===== src/rtl/dfi_inject_pkg.sv =====
`timescale 1ns/1ps
// Package: shared field layouts and word offsets of the command injection bank.
// Assumes the bus is word addressed; offsets below are word indices.
package dfi_inject_pkg;

    localparam int unsigned CTRL_W   = 4;
    localparam int unsigned CMD_W    = 4;

    localparam int unsigned OFF_CTRL = 0;
    localparam int unsigned OFF_CMD  = 1;
    localparam int unsigned OFF_TRIG = 2;
    localparam int unsigned OFF_ADDR = 3;
    localparam int unsigned OFF_BANK = 4;

    // Control register layout, bit 3 down to bit 0.
    typedef struct packed {
        logic rst_rel;   // bit 3: DRAM reset released (pin high)
        logic odt;       // bit 2: termination enable
        logic cke;       // bit 1: clock enable
        logic manual;    // bit 0: register bank owns the bus
    } ctrl_t;

    // Command register layout, bit 3 down to bit 0, active-high.
    typedef struct packed {
        logic ras;       // bit 3
        logic cas;       // bit 2
        logic we;        // bit 1
        logic cs;        // bit 0
    } cmd_t;

    localparam ctrl_t CTRL_RESET = '{rst_rel: 1'b0, odt: 1'b0, cke: 1'b0, manual: 1'b1};

endpackage


===== src/rtl/dfi_inject_csr.sv =====
`timescale 1ns/1ps
// Module: dfi_inject_csr
// Bus-slave register file. Decodes word-addressed single-beat requests,
// stores control, command, address and bank registers, returns read data
// and a one-cycle acknowledge the cycle after a request is seen.
// Assumes the master holds cyc/stb until ack. Flags an accepted trigger
// write with bit 0 set for one cycle (same edge that raises ack).
module dfi_inject_csr
    import dfi_inject_pkg::*;
#(
    parameter int unsigned DATA_W   = 32,
    parameter int unsigned WB_ADR_W = 3,
    parameter int unsigned ADDR_W   = 14,
    parameter int unsigned BANK_W   = 3
) (
    input  logic                clk,
    input  logic                rst_n,
    input  logic                wb_cyc,
    input  logic                wb_stb,
    input  logic                wb_we,
    input  logic [WB_ADR_W-1:0] wb_adr,
    input  logic [DATA_W-1:0]   wb_dat_w,
    output logic [DATA_W-1:0]   wb_dat_r,
    output logic                wb_ack,
    output ctrl_t               ctrl_q,
    output cmd_t                cmd_q,
    output logic [ADDR_W-1:0]   addr_q,
    output logic [BANK_W-1:0]   bank_q,
    output logic                trig_fire
);

    localparam logic [WB_ADR_W-1:0] A_CTRL = WB_ADR_W'(OFF_CTRL);
    localparam logic [WB_ADR_W-1:0] A_CMD  = WB_ADR_W'(OFF_CMD);
    localparam logic [WB_ADR_W-1:0] A_TRIG = WB_ADR_W'(OFF_TRIG);
    localparam logic [WB_ADR_W-1:0] A_ADDR = WB_ADR_W'(OFF_ADDR);
    localparam logic [WB_ADR_W-1:0] A_BANK = WB_ADR_W'(OFF_BANK);

    logic                accept;
    logic                wr_en;
    logic                rd_en;
    logic [DATA_W-1:0]   rd_mux;
    logic                unused_wdat;

    // New request: valid cycle not already being acknowledged.
    assign accept = wb_cyc && wb_stb && !wb_ack;
    assign wr_en  = accept && wb_we;
    assign rd_en  = accept && !wb_we;
    assign unused_wdat = ^wb_dat_w[DATA_W-1:ADDR_W];

    // Acknowledge each accepted request for exactly one cycle.
    always_ff @(posedge clk) begin
        if (!rst_n) wb_ack <= 1'b0;
        else        wb_ack <= accept;
    end

    // Store register writes; unmapped and trigger addresses hold nothing.
    always_ff @(posedge clk) begin
        if (!rst_n) begin
            ctrl_q <= CTRL_RESET;
            cmd_q  <= '0;
            addr_q <= '0;
            bank_q <= '0;
        end else if (wr_en) begin
            case (wb_adr)
                A_CTRL:  ctrl_q <= ctrl_t'(wb_dat_w[CTRL_W-1:0]);
                A_CMD:   cmd_q  <= cmd_t'(wb_dat_w[CMD_W-1:0]);
                A_ADDR:  addr_q <= wb_dat_w[ADDR_W-1:0];
                A_BANK:  bank_q <= wb_dat_w[BANK_W-1:0];
                default: ;
            endcase
        end
    end

    // Select the read value; trigger and unmapped words read as zero.
    always_comb begin
        case (wb_adr)
            A_CTRL:  rd_mux = DATA_W'(ctrl_q);
            A_CMD:   rd_mux = DATA_W'(cmd_q);
            A_ADDR:  rd_mux = DATA_W'(addr_q);
            A_BANK:  rd_mux = DATA_W'(bank_q);
            default: rd_mux = '0;
        endcase
    end

    // Register read data alongside the acknowledge.
    always_ff @(posedge clk) begin
        if (!rst_n)     wb_dat_r <= '0;
        else if (rd_en) wb_dat_r <= rd_mux;
    end

    // Trigger request: write to the trigger word with bit 0 set.
    assign trig_fire = wr_en && (wb_adr == A_TRIG) && wb_dat_w[0];

endmodule


===== src/rtl/dfi_inject_pulse.sv =====
`timescale 1ns/1ps
// Module: dfi_inject_pulse
// Turns a trigger request into a single-cycle issue window and produces
// the active-low command pins for the manual path. Outside the window the
// pins read NOP (all high). Assumes trig_fire is a one-cycle flag.
module dfi_inject_pulse
    import dfi_inject_pkg::*;
(
    input  logic             clk,
    input  logic             rst_n,
    input  logic             trig_fire,
    input  logic             manual,
    input  cmd_t             cmd_q,
    output logic             issue_q,
    output logic [CMD_W-1:0] cmd_n
);

    logic [CMD_W-1:0] cmd_bits;

    // Open the issue window for one clock, only in manual mode.
    always_ff @(posedge clk) begin
        if (!rst_n) issue_q <= 1'b0;
        else        issue_q <= trig_fire && manual;
    end

    assign cmd_bits = cmd_q;

    // Each pin is low only while issuing and its register bit is set.
    for (genvar i = 0; i < CMD_W; i++) begin : g_pin
        assign cmd_n[i] = ~(issue_q & cmd_bits[i]);
    end

endmodule


===== src/rtl/dfi_inject_mux.sv =====
`timescale 1ns/1ps
// Module: dfi_inject_mux
// Chooses between the manual register path and the controller pass-through
// for every PHY-side pin. Purely combinational; assumes both buses share
// the same flat layout built by the caller.
module dfi_inject_mux #(
    parameter int unsigned BUS_W = 24
) (
    input  logic             sel_manual,
    input  logic [BUS_W-1:0] man_bus,
    input  logic [BUS_W-1:0] hw_bus,
    output logic [BUS_W-1:0] out_bus
);

    // Bitwise selection of the bus owner.
    for (genvar i = 0; i < BUS_W; i++) begin : g_bit
        assign out_bus[i] = sel_manual ? man_bus[i] : hw_bus[i];
    end

endmodule


===== src/rtl/dfi_inject_regs.sv =====
`timescale 1ns/1ps
// Module: dfi_inject_regs (top)
// Software command injection bank for a DRAM PHY command bus. A word-
// addressed slave port loads control, command, address and bank registers;
// a trigger write fires the command for one clock. Control bit 0 hands the
// bus to the controller pass-through port. Synchronous active-low reset.
module dfi_inject_regs
    import dfi_inject_pkg::*;
#(
    parameter int unsigned DATA_W   = 32,
    parameter int unsigned WB_ADR_W = 3,
    parameter int unsigned ADDR_W   = 14,
    parameter int unsigned BANK_W   = 3
) (
    input  logic                clk,
    input  logic                rst_n,
    input  logic                wb_cyc,
    input  logic                wb_stb,
    input  logic                wb_we,
    input  logic [WB_ADR_W-1:0] wb_adr,
    input  logic [DATA_W-1:0]   wb_dat_w,
    output logic [DATA_W-1:0]   wb_dat_r,
    output logic                wb_ack,
    input  logic                hw_cs_n,
    input  logic                hw_ras_n,
    input  logic                hw_cas_n,
    input  logic                hw_we_n,
    input  logic [ADDR_W-1:0]   hw_addr,
    input  logic [BANK_W-1:0]   hw_bank,
    input  logic                hw_cke,
    input  logic                hw_odt,
    input  logic                hw_reset_n,
    output logic                dfi_cs_n,
    output logic                dfi_ras_n,
    output logic                dfi_cas_n,
    output logic                dfi_we_n,
    output logic [ADDR_W-1:0]   dfi_addr,
    output logic [BANK_W-1:0]   dfi_bank,
    output logic                dfi_cke,
    output logic                dfi_odt,
    output logic                dfi_reset_n
);

    localparam int unsigned BUS_W = CMD_W + ADDR_W + BANK_W + 3;

    ctrl_t              ctrl_q;
    cmd_t               cmd_q;
    logic [ADDR_W-1:0]  addr_q;
    logic [BANK_W-1:0]  bank_q;
    logic               trig_fire;
    logic               issue_q;
    logic               manual;
    logic [CMD_W-1:0]   cmd_n;
    logic [BUS_W-1:0]   man_bus;
    logic [BUS_W-1:0]   hw_bus;
    logic [BUS_W-1:0]   out_bus;

    dfi_inject_csr #(
        .DATA_W   (DATA_W),
        .WB_ADR_W (WB_ADR_W),
        .ADDR_W   (ADDR_W),
        .BANK_W   (BANK_W)
    ) u_csr (
        .clk       (clk),
        .rst_n     (rst_n),
        .wb_cyc    (wb_cyc),
        .wb_stb    (wb_stb),
        .wb_we     (wb_we),
        .wb_adr    (wb_adr),
        .wb_dat_w  (wb_dat_w),
        .wb_dat_r  (wb_dat_r),
        .wb_ack    (wb_ack),
        .ctrl_q    (ctrl_q),
        .cmd_q     (cmd_q),
        .addr_q    (addr_q),
        .bank_q    (bank_q),
        .trig_fire (trig_fire)
    );

    assign manual = ctrl_q.manual;

    dfi_inject_pulse u_pulse (
        .clk       (clk),
        .rst_n     (rst_n),
        .trig_fire (trig_fire),
        .manual    (manual),
        .cmd_q     (cmd_q),
        .issue_q   (issue_q),
        .cmd_n     (cmd_n)
    );

    // Flat bus layout: {ras_n, cas_n, we_n, cs_n, addr, bank, cke, odt, reset_n}.
    assign man_bus = {cmd_n, addr_q, bank_q, ctrl_q.cke, ctrl_q.odt, ctrl_q.rst_rel};
    assign hw_bus  = {hw_ras_n, hw_cas_n, hw_we_n, hw_cs_n, hw_addr, hw_bank,
                      hw_cke, hw_odt, hw_reset_n};

    dfi_inject_mux #(
        .BUS_W (BUS_W)
    ) u_mux (
        .sel_manual (manual),
        .man_bus    (man_bus),
        .hw_bus     (hw_bus),
        .out_bus    (out_bus)
    );

    assign {dfi_ras_n, dfi_cas_n, dfi_we_n, dfi_cs_n, dfi_addr, dfi_bank,
            dfi_cke, dfi_odt, dfi_reset_n} = out_bus;

endmodule


===== config.mk =====
export PLATFORM = sky130hd
export DESIGN_NAME = dfi_inject_regs
export DESIGN_NICKNAME = d
export VERILOG_FILES = /design/src/rtl/dfi_inject_pkg.sv /design/src/rtl/dfi_inject_csr.sv /design/src/rtl/dfi_inject_pulse.sv /design/src/rtl/dfi_inject_mux.sv /design/src/rtl/dfi_inject_regs.sv
export SDC_FILE = /design/constraint.sdc
export NUM_CORES = 1
export LEC_CHECK = 0
export ABC_AREA = 1
export BUFFER_PORTS_ARGS = -buffer_cell sky130_fd_sc_hd__clkbuf_2
export CAP_MARGIN = 20
export CORE_MARGIN = 2
export CORE_UTILIZATION = 34
export CTS_CLUSTER_DIAMETER = 150
export CTS_CLUSTER_SIZE = 24
export DETAILED_ROUTE_END_ITERATION = 10
export PLACE_DENSITY = 0.71
export RECOVER_POWER = 50
export SLEW_MARGIN = 20
export SYNTH_ARGS = -nofsm -noshare
export SYNTH_HDL_FRONTEND = slang
export SYNTH_SLANG_ARGS = --single-unit

===== constraint.sdc =====
create_clock -name clk -period 1.7 [get_ports clk]
set_clock_uncertainty 0.1 [all_clocks]
set_input_delay 0.255 -clock clk [delete_from_list [all_inputs] [get_ports clk]]
set_output_delay 0.255 -clock clk [all_outputs]
set_load 0.02 [all_outputs]

-- Word-level counts from Yosys, hierarchy flattened
Cells that the tools add are included.
- register bits: 59
- bits of input ports: 64
- logic and storage cells: 64
- mux-type cells: 25
- reduce and logical (&&, ||, !) cells: 14
- bitwise logic cells: 8
- equal/unequal tests: 4
- operators by type and width (kind ; count):
    one-hot mux 14 bit (4 select lines) ; 1
    two-way mux 1 bit ; 24
    AND reduction 2 bit ; 4
    logical AND 1 bit ; 7
    == test 3 x 2 -> 1 bit, second input constant ; 2
    bitwise AND 1 bit ; 4
    NOT 1 bit ; 4
    == test 3 x 1 -> 1 bit, second input constant ; 1
    == test 3 bit, second input constant ; 1
    zero test 3 bit ; 1
    zero test 1 bit ; 2

-- Longest topological paths before layout
Gate-level depths: netlist of run 1.
- depth after elaboration: 6
- gate-level depth with buffers: 7
- depth with buffers taken out: 7

-- Modules after synthesis
Synthesis of run 1 repeated with hierarchy kept, for this count alone.
- cells, all modules: 319
- area total of the unflattened synthesis: 2198.4 um^2
- modules (own cells, without submodules) (module ; area each (um^2) ; instances ; cells each):
    dfi_inject_csr ; 1775.5 ; 1 ; 233
    dfi_inject_mux ; 374.1 ; 1 ; 78
    dfi_inject_pulse ; 48.8 ; 1 ; 8

-- Worst setup path before layout of run 1
No wires, ideal clock.
- kind: register -> output
- start: register, netlist name u_csr.ctrl_q[0]
- end: output port dfi_addr[10]
- required time: 1.345 ns
- stages on the path, launching flop included: 5
- arrival: 1.161 ns
- path slack: 0.184 ns
- buffers on the path: 2
- cell sequence: dfxtp_1 -> clkbuf_1 -> clkbuf_1 -> nor2_1 -> a21oi_1
- word-level cells in the longest chain between the ends: 1
- RTL lines (element ; line ; text):
    two-way mux 1 bit ; dfi_inject_mux.sv:17 ; assign out_bus[i] = sel_manual ? man_bus[i] : hw_bus[i];
    end: declaration ; dfi_inject_regs.sv:37 ; output logic [ADDR_W-1:0] dfi_addr,
No other way between the ends.

-- Worst setup path after layout of run 1
- start: register, netlist name u_csr.ctrl_q[0]
- end: output port dfi_ras_n
- word-level cells in the longest chain between the ends: 1
- RTL lines (element ; line ; text):
    two-way mux 1 bit ; dfi_inject_mux.sv:17 ;
    end: declaration ; dfi_inject_regs.sv:34 ; output logic dfi_ras_n,
No other way between the ends.

==> results of run 1 <==
-- sequential cells by signal, indices dropped and copies added, names as in the netlist --
signal           count
u_csr.cmd_q          4
u_csr.addr_q        14
u_csr.bank_q         3
u_csr.wb_dat_r      14
u_csr.wb_ack         1
u_csr.ctrl_q         4
u_pulse.issue_q      1
-- worst min-delay path: cells and delay by family --
kind                   cells  cell delay, ps
AO/OA/AOI/OAI              2             130
buffers and inverters      1              80
-- per-layer routing --
layer	share of wire (%)	GRT usage (%)	routed length, um	vias to the layer above
li1	-	-	-	1087
met1	47	20.92	2575	918
met2	46	24.34	2519	78
met3	5.7	3.380	311	7
met4	1.5	6.012	82	0
met5	0	0	0	-
-- Yosys cell counts, drive strengths merged (4+ instances only) --
| master | n | area, um^2 |
|---|---|---|
| clkbuf | 6 | 22.52 |
| dfxtp | 41 | 820.8 |
| inv | 27 | 101.4 |
| nand2 | 32 | 127.6 |
| buf | 29 | 207.7 |
| nand3 | 24 | 125.1 |
| a31oi | 4 | 25.02 |
| nand4 | 10 | 68.81 |
| a21oi | 58 | 342.8 |
| nor2 | 30 | 146.4 |
| o21ai | 23 | 137.6 |
-- what timing repair did --
item,CTS,global route
buffers inserted,0,0
endpoints found under the setup margin,0,7
gates resized for setup,0,3
-- power by group --
| group | total, mW | switching [mW] | internal, mW |
|---|---|---|---|
| logic | 0.246 | 0.166 | 0.0799 |
| clock network | 0.923 | 0.340 | 0.583 |
| registers | 0.973 | 0.00561 | 0.968 |
-- final cells by class --
| class | instances | area (um^2) |
|---|---|---|
| clock inverter | 3 | 65.06 |
| tap | 75 | 93.84 |
| timing repair buffer | 91 | 488.0 |
| multi-input combinational | 201 | 1051 |
| sequential | 41 | 822.0 |
| fill | 623 | 3336 |
| inverter | 27 | 101.3 |
| clock buffer | 5 | 68.82 |
-- final timing paths --
kind / from / end / slack, ps / cells after the start
max reg2reg: u_csr.wb_ack / u_csr.addr_q[6] / 130 / 6
min: wb_dat_w[13] / u_csr.addr_q[13] / 110 / 3
max: u_csr.ctrl_q[0] / dfi_ras_n / 70 / 4
min reg2reg: u_csr.wb_dat_r[9] / u_csr.wb_dat_r[9] / 370 / 2
-- logic make-up (layout without fill, tap and decap cells) --
family	after synthesis	in the layout	synth area share, %
DFF	41	41	38.25
and+or+nand+nor	98	98	22.57
buffers and inverters	62	126	15.45
other	1	18	0.1748
AOI/OAI and AO/OA	85	85	23.56
-- metrics by stage --
step	setup WS (ps)	util [%]
detailed placement	139.4	42.34
floorplan	183.9	-
global placement	187.7	42.34
CTS	33.19	44.56
global route	13.75	44.64
finish	74.41	44.64
==> flow_summary_export.csv, run 1 <==
group,metric,value,unit
setup_path,crit_family,"flip-flops",
synth,synth_edf_count,0,
cts,htree_levels,2,
placed_design,dp_cells,434,
cts,tritoncts,"done",
layout,stdcell_count,443,
pwr,p_per_area,796.5,mW/mm^2
global_route,grt_antenna_before_repair,0,
cts,clock_path_buffers,2,
layout,final_cell_mix,"clkbuf_2, a21oi_1, dfxtp_1",
global_route,grt_usage,15.56,%
routing,drc,0,
setup_path,path_cells,"buf_12, nor2_1, a31oi_1, clkbuf_2",
setup_path,critical_path_class,"reg -> out",
floorplan,start_util,35.61,%
setup_path,startpoint_type,"register",
sta,fmaxAchievable,615.2,MHz
routing,wl_per_cell,12.39,um
floorplan,placementRows,28,
layout,final_cell_area,0.002690,mm^2
cts,worstSkewPairLatency,290,ps
setup_path,max_stage_delay,400,ps
setup_path,endpoint_kind,"primary output",
routing,vias,2090,
synth,syn_area_per_cell,7.477,um^2
setup_path,path_max_fanout,19,
routing,first_pass_iters,4,
sta,rsz0062_at_grt,"no",
layout,drive_gt1_share,31.52,%
pwr,p_leak,1.152,nW
placed_design,postPlaceCellArea,0.002551,mm^2
pwr,worst_ir_drop_vdd,0.3241,mV
routing,drt-total-wl,5489,um
sta,maxSlewViolCount,0,
sta,holdWs,113.4,ps
cts,cts-root-buf,"clkbuf_8",
synth,seq_area_frac_synth,38.25,%
cts,cts_hold_buffers,0,
layout,area_growth,25.36,%
layout,antennaDiodeCount,0,
floorplan,die_area,0.006963,mm^2
cts,clkTransAtPathRegs,80,ps
routing,vias_per_cell,4.718,
placed_design,gp_congestion,0.8140,
layout,final_nets,431,
setup_path,cp_data_arrival_time,1270,ps
synth,ys.flop_type,"dfxtp_1",
synth,ys_async_sr_fraction,0,%
cts,cts_made_buffers,5,
sta,hold_viol_final,0,
sta,setup_viol,0,
sta,finalCritPeriodShare,95.62,%
synth,yosys.cell_types.count,27,
global_route,grt_overflow,0,
floorplan,ioPinCount,121,
status,status,"completed",
global_route,grt_pass1_vias,1908,
global_route,grt_pass1_wl,8935,um
synth,syn_inst,287,
synth,synth-seq-cells,41,
synth,yosysWarnings,0,
floorplan,core,0.006026,mm^2
layout,final_common_cell,"clkbuf_2",
setup_path,path_buf_inv,2,
cts,clock-sinks,41,
sta,period_needed,1626,ps
setup_path,worst_ep_required_time,1340,ps
synth,syn_area,0.002146,mm^2
hold_path,min_path_type,"in -> reg",
setup_path,critPathSlowestCell,"dfxtp_2",
pwr,power.total,2.143,mW
global_route,grt_max_degree,38,
routing,ant_nets,0,
placed_design,dp_hpwl,4099,um
flow_run,maxCapViolCount,0,
sta,tns,0,ps
floorplan,fp.dieW,83.45,um
floorplan,fp.dieH,83.45,um
placed_design,portBuffers,84,
routing,drt_iter0_markers,72,
Power figures use the tool's default switching activity.
==> run 2: changes to the inputs <==
- BUFFER_PORTS_ARGS: -buffer_cell sky130_fd_sc_hd__clkbuf_2 -> -buffer_cell sky130_fd_sc_hd__buf_2
==> run 2 against run 1 <==
Critical path depth unchanged. Sequential power is essentially flat. Clock power decreased by 26%. Via count increased by 1.1%. Hold slack improved by 6.3 ps. Cell count stayed put. Global-route usage decreased by 0.31 points. Worst setup slack better by 13 ps. Critical path type unchanged. Largest cell class unchanged. Largest power group unchanged.
==> flow_summary_export.csv, run 2 (synthesis results as in run 1) <==
group,metric,value,unit
routing,vias,2114,
floorplan,ioPinCount,121,
placed_design,postPlaceCellArea,0.002551,mm^2
setup_path,critical_path_class,"reg -> out",
setup_path,max_stage_delay,400,ps
routing,drt-total-wl,5476,um
routing,wl_per_cell,12.36,um
hold_path,min_path_type,"in -> reg",
floorplan,die_area,0.006963,mm^2
global_route,grt_antenna_before_repair,0,
global_route,grt_usage,15.24,%
setup_path,cp_data_arrival_time,1260,ps
sta,fmaxAchievable,620.3,MHz
sta,tns,0,ps
global_route,grt_overflow,0,
floorplan,placementRows,28,
flow_run,maxCapViolCount,0,
sta,setup_viol,0,
setup_path,worst_ep_required_time,1340,ps
global_route,grt_pass1_wl,8776,um
routing,vias_per_cell,4.772,
cts,tritoncts,"done",
pwr,power.total,1.903,mW
routing,drc,0,
global_route,grt_pass1_vias,1882,
status,status,"completed",
layout,drive_gt1_share,31.52,%
routing,ant_nets,0,
layout,final_common_cell,"buf_2",
setup_path,critPathSlowestCell,"dfxtp_2",
floorplan,fp.dieW,83.45,um
global_route,grt_max_degree,38,
sta,finalCritPeriodShare,94.83,%
cts,cts-root-buf,"clkbuf_8",
floorplan,start_util,35.61,%
pwr,p_per_area,717.0,mW/mm^2
pwr,p_leak,1.138,nW
setup_path,path_buf_inv,2,
placed_design,portBuffers,84,
cts,cts_made_buffers,5,
setup_path,crit_family,"flip-flops",
cts,clock_path_buffers,2,
placed_design,dp_cells,434,
cts,post-cts-setup-buffers,0,
placed_design,gp_congestion,0.8044,
setup_path,startpoint_type,"register",
cts,clkTransAtPathRegs,70,ps
layout,final_nets,431,
setup_path,path_max_fanout,19,
routing,first_pass_iters,4,
routing,drt_iter0_markers,75,
sta,maxSlewViolCount,0,
pwr,worst_ir_drop_vdd,0.3023,mV
sta,period_needed,1612,ps
floorplan,core,0.006026,mm^2
floorplan,fp.dieH,83.45,um
layout,area_growth,23.67,%
layout,antennaDiodeCount,0,
cts,clock-sinks,41,
layout,top_regs,"u_csr.addr_q x14, u_csr.wb_dat_r x14",
sta,rsz0062_at_grt,"no",
cts,worstSkewPairLatency,280,ps
layout,stdcell_count,443,
sta,hold_viol_final,0,
setup_path,path_cells,"buf_12, nor2_1, a31oi_1, buf_2",
cts,htree_levels,2,
placed_design,dp_hpwl,4074,um
layout,final_cell_area,0.002654,mm^2
layout,final_cell_mix,"buf_2, a21oi_1, dfxtp_1",
setup_path,endpoint_kind,"primary output",
==> run 2: cell count changes in the layout (fill, tap and decap cells not counted), sizes merged <==
cell    delta
bufinv     -2
clkbuf    -66
buf       +68
==> run 2: worst paths after layout <==
path | start | endpoint | slack [ps] | cells after the start
setup / recovery | u_csr.ctrl_q[0] | dfi_ras_n | 90 | 4
hold / removal | wb_dat_w[13] | u_csr.addr_q[13] | 120 | 3
setup reg to reg | u_csr.wb_ack | u_csr.addr_q[6] | 140 | 6
hold reg to reg | u_csr.wb_dat_r[7] | u_csr.wb_dat_r[7] | 360 | 2
==> run 2: report_power, final <==
group | leakage, nW | total, mW | switching, mW | internal [mW]
clock network | 0.0542 | 0.684 | 0.317 | 0.367
logic | 0.753 | 0.245 | 0.166 | 0.0799
registers | 0.330 | 0.974 | 0.00565 | 0.968
==> run 2: worst min-delay path: stages <==
cell,delay (ps)
buf_2,80
o21ai_2,50
a21oi_2,80
==> run 2: per-stage QoR <==
stage               utilization, %  setup WS [ps]  hold slack [ps]
finish                       44.04          87.81            119.7
global route                 44.04          11.15            131.0
CTS                          44.02          41.19            115.7
detailed placement           42.34          135.4            353.4
global placement             42.34          191.0            351.0
floorplan                        -          183.9            303.0
==> run 2: final cells by class <==
type | instances | area (um^2)
clock buffer | 7 | 96.34
multi-input combinational | 201 | 1051
sequential | 41 | 822.0
inverter | 27 | 101.3
timing repair buffer | 91 | 484.2
tap | 75 | 93.84
clock inverter | 1 | 5.005
fill | 643 | 3372
==> run 2: timing repair <==
item | 4_1_cts | 5_1_grt
hold buffers | 0 | 0
resized for setup | 0 | 1
endpoints found under the setup margin | 0 | 6
==> run 2: routing by layer <==
layer | vias to the layer above | routed length, um | GRT usage (%)
met4 | 0 | 82 | 6.452
met5 | - | 0 | 0
met1 | 943 | 2646 | 20.55
li1 | 1087 | - | -
met2 | 77 | 2466 | 24.41
met3 | 7 | 282 | 2.087
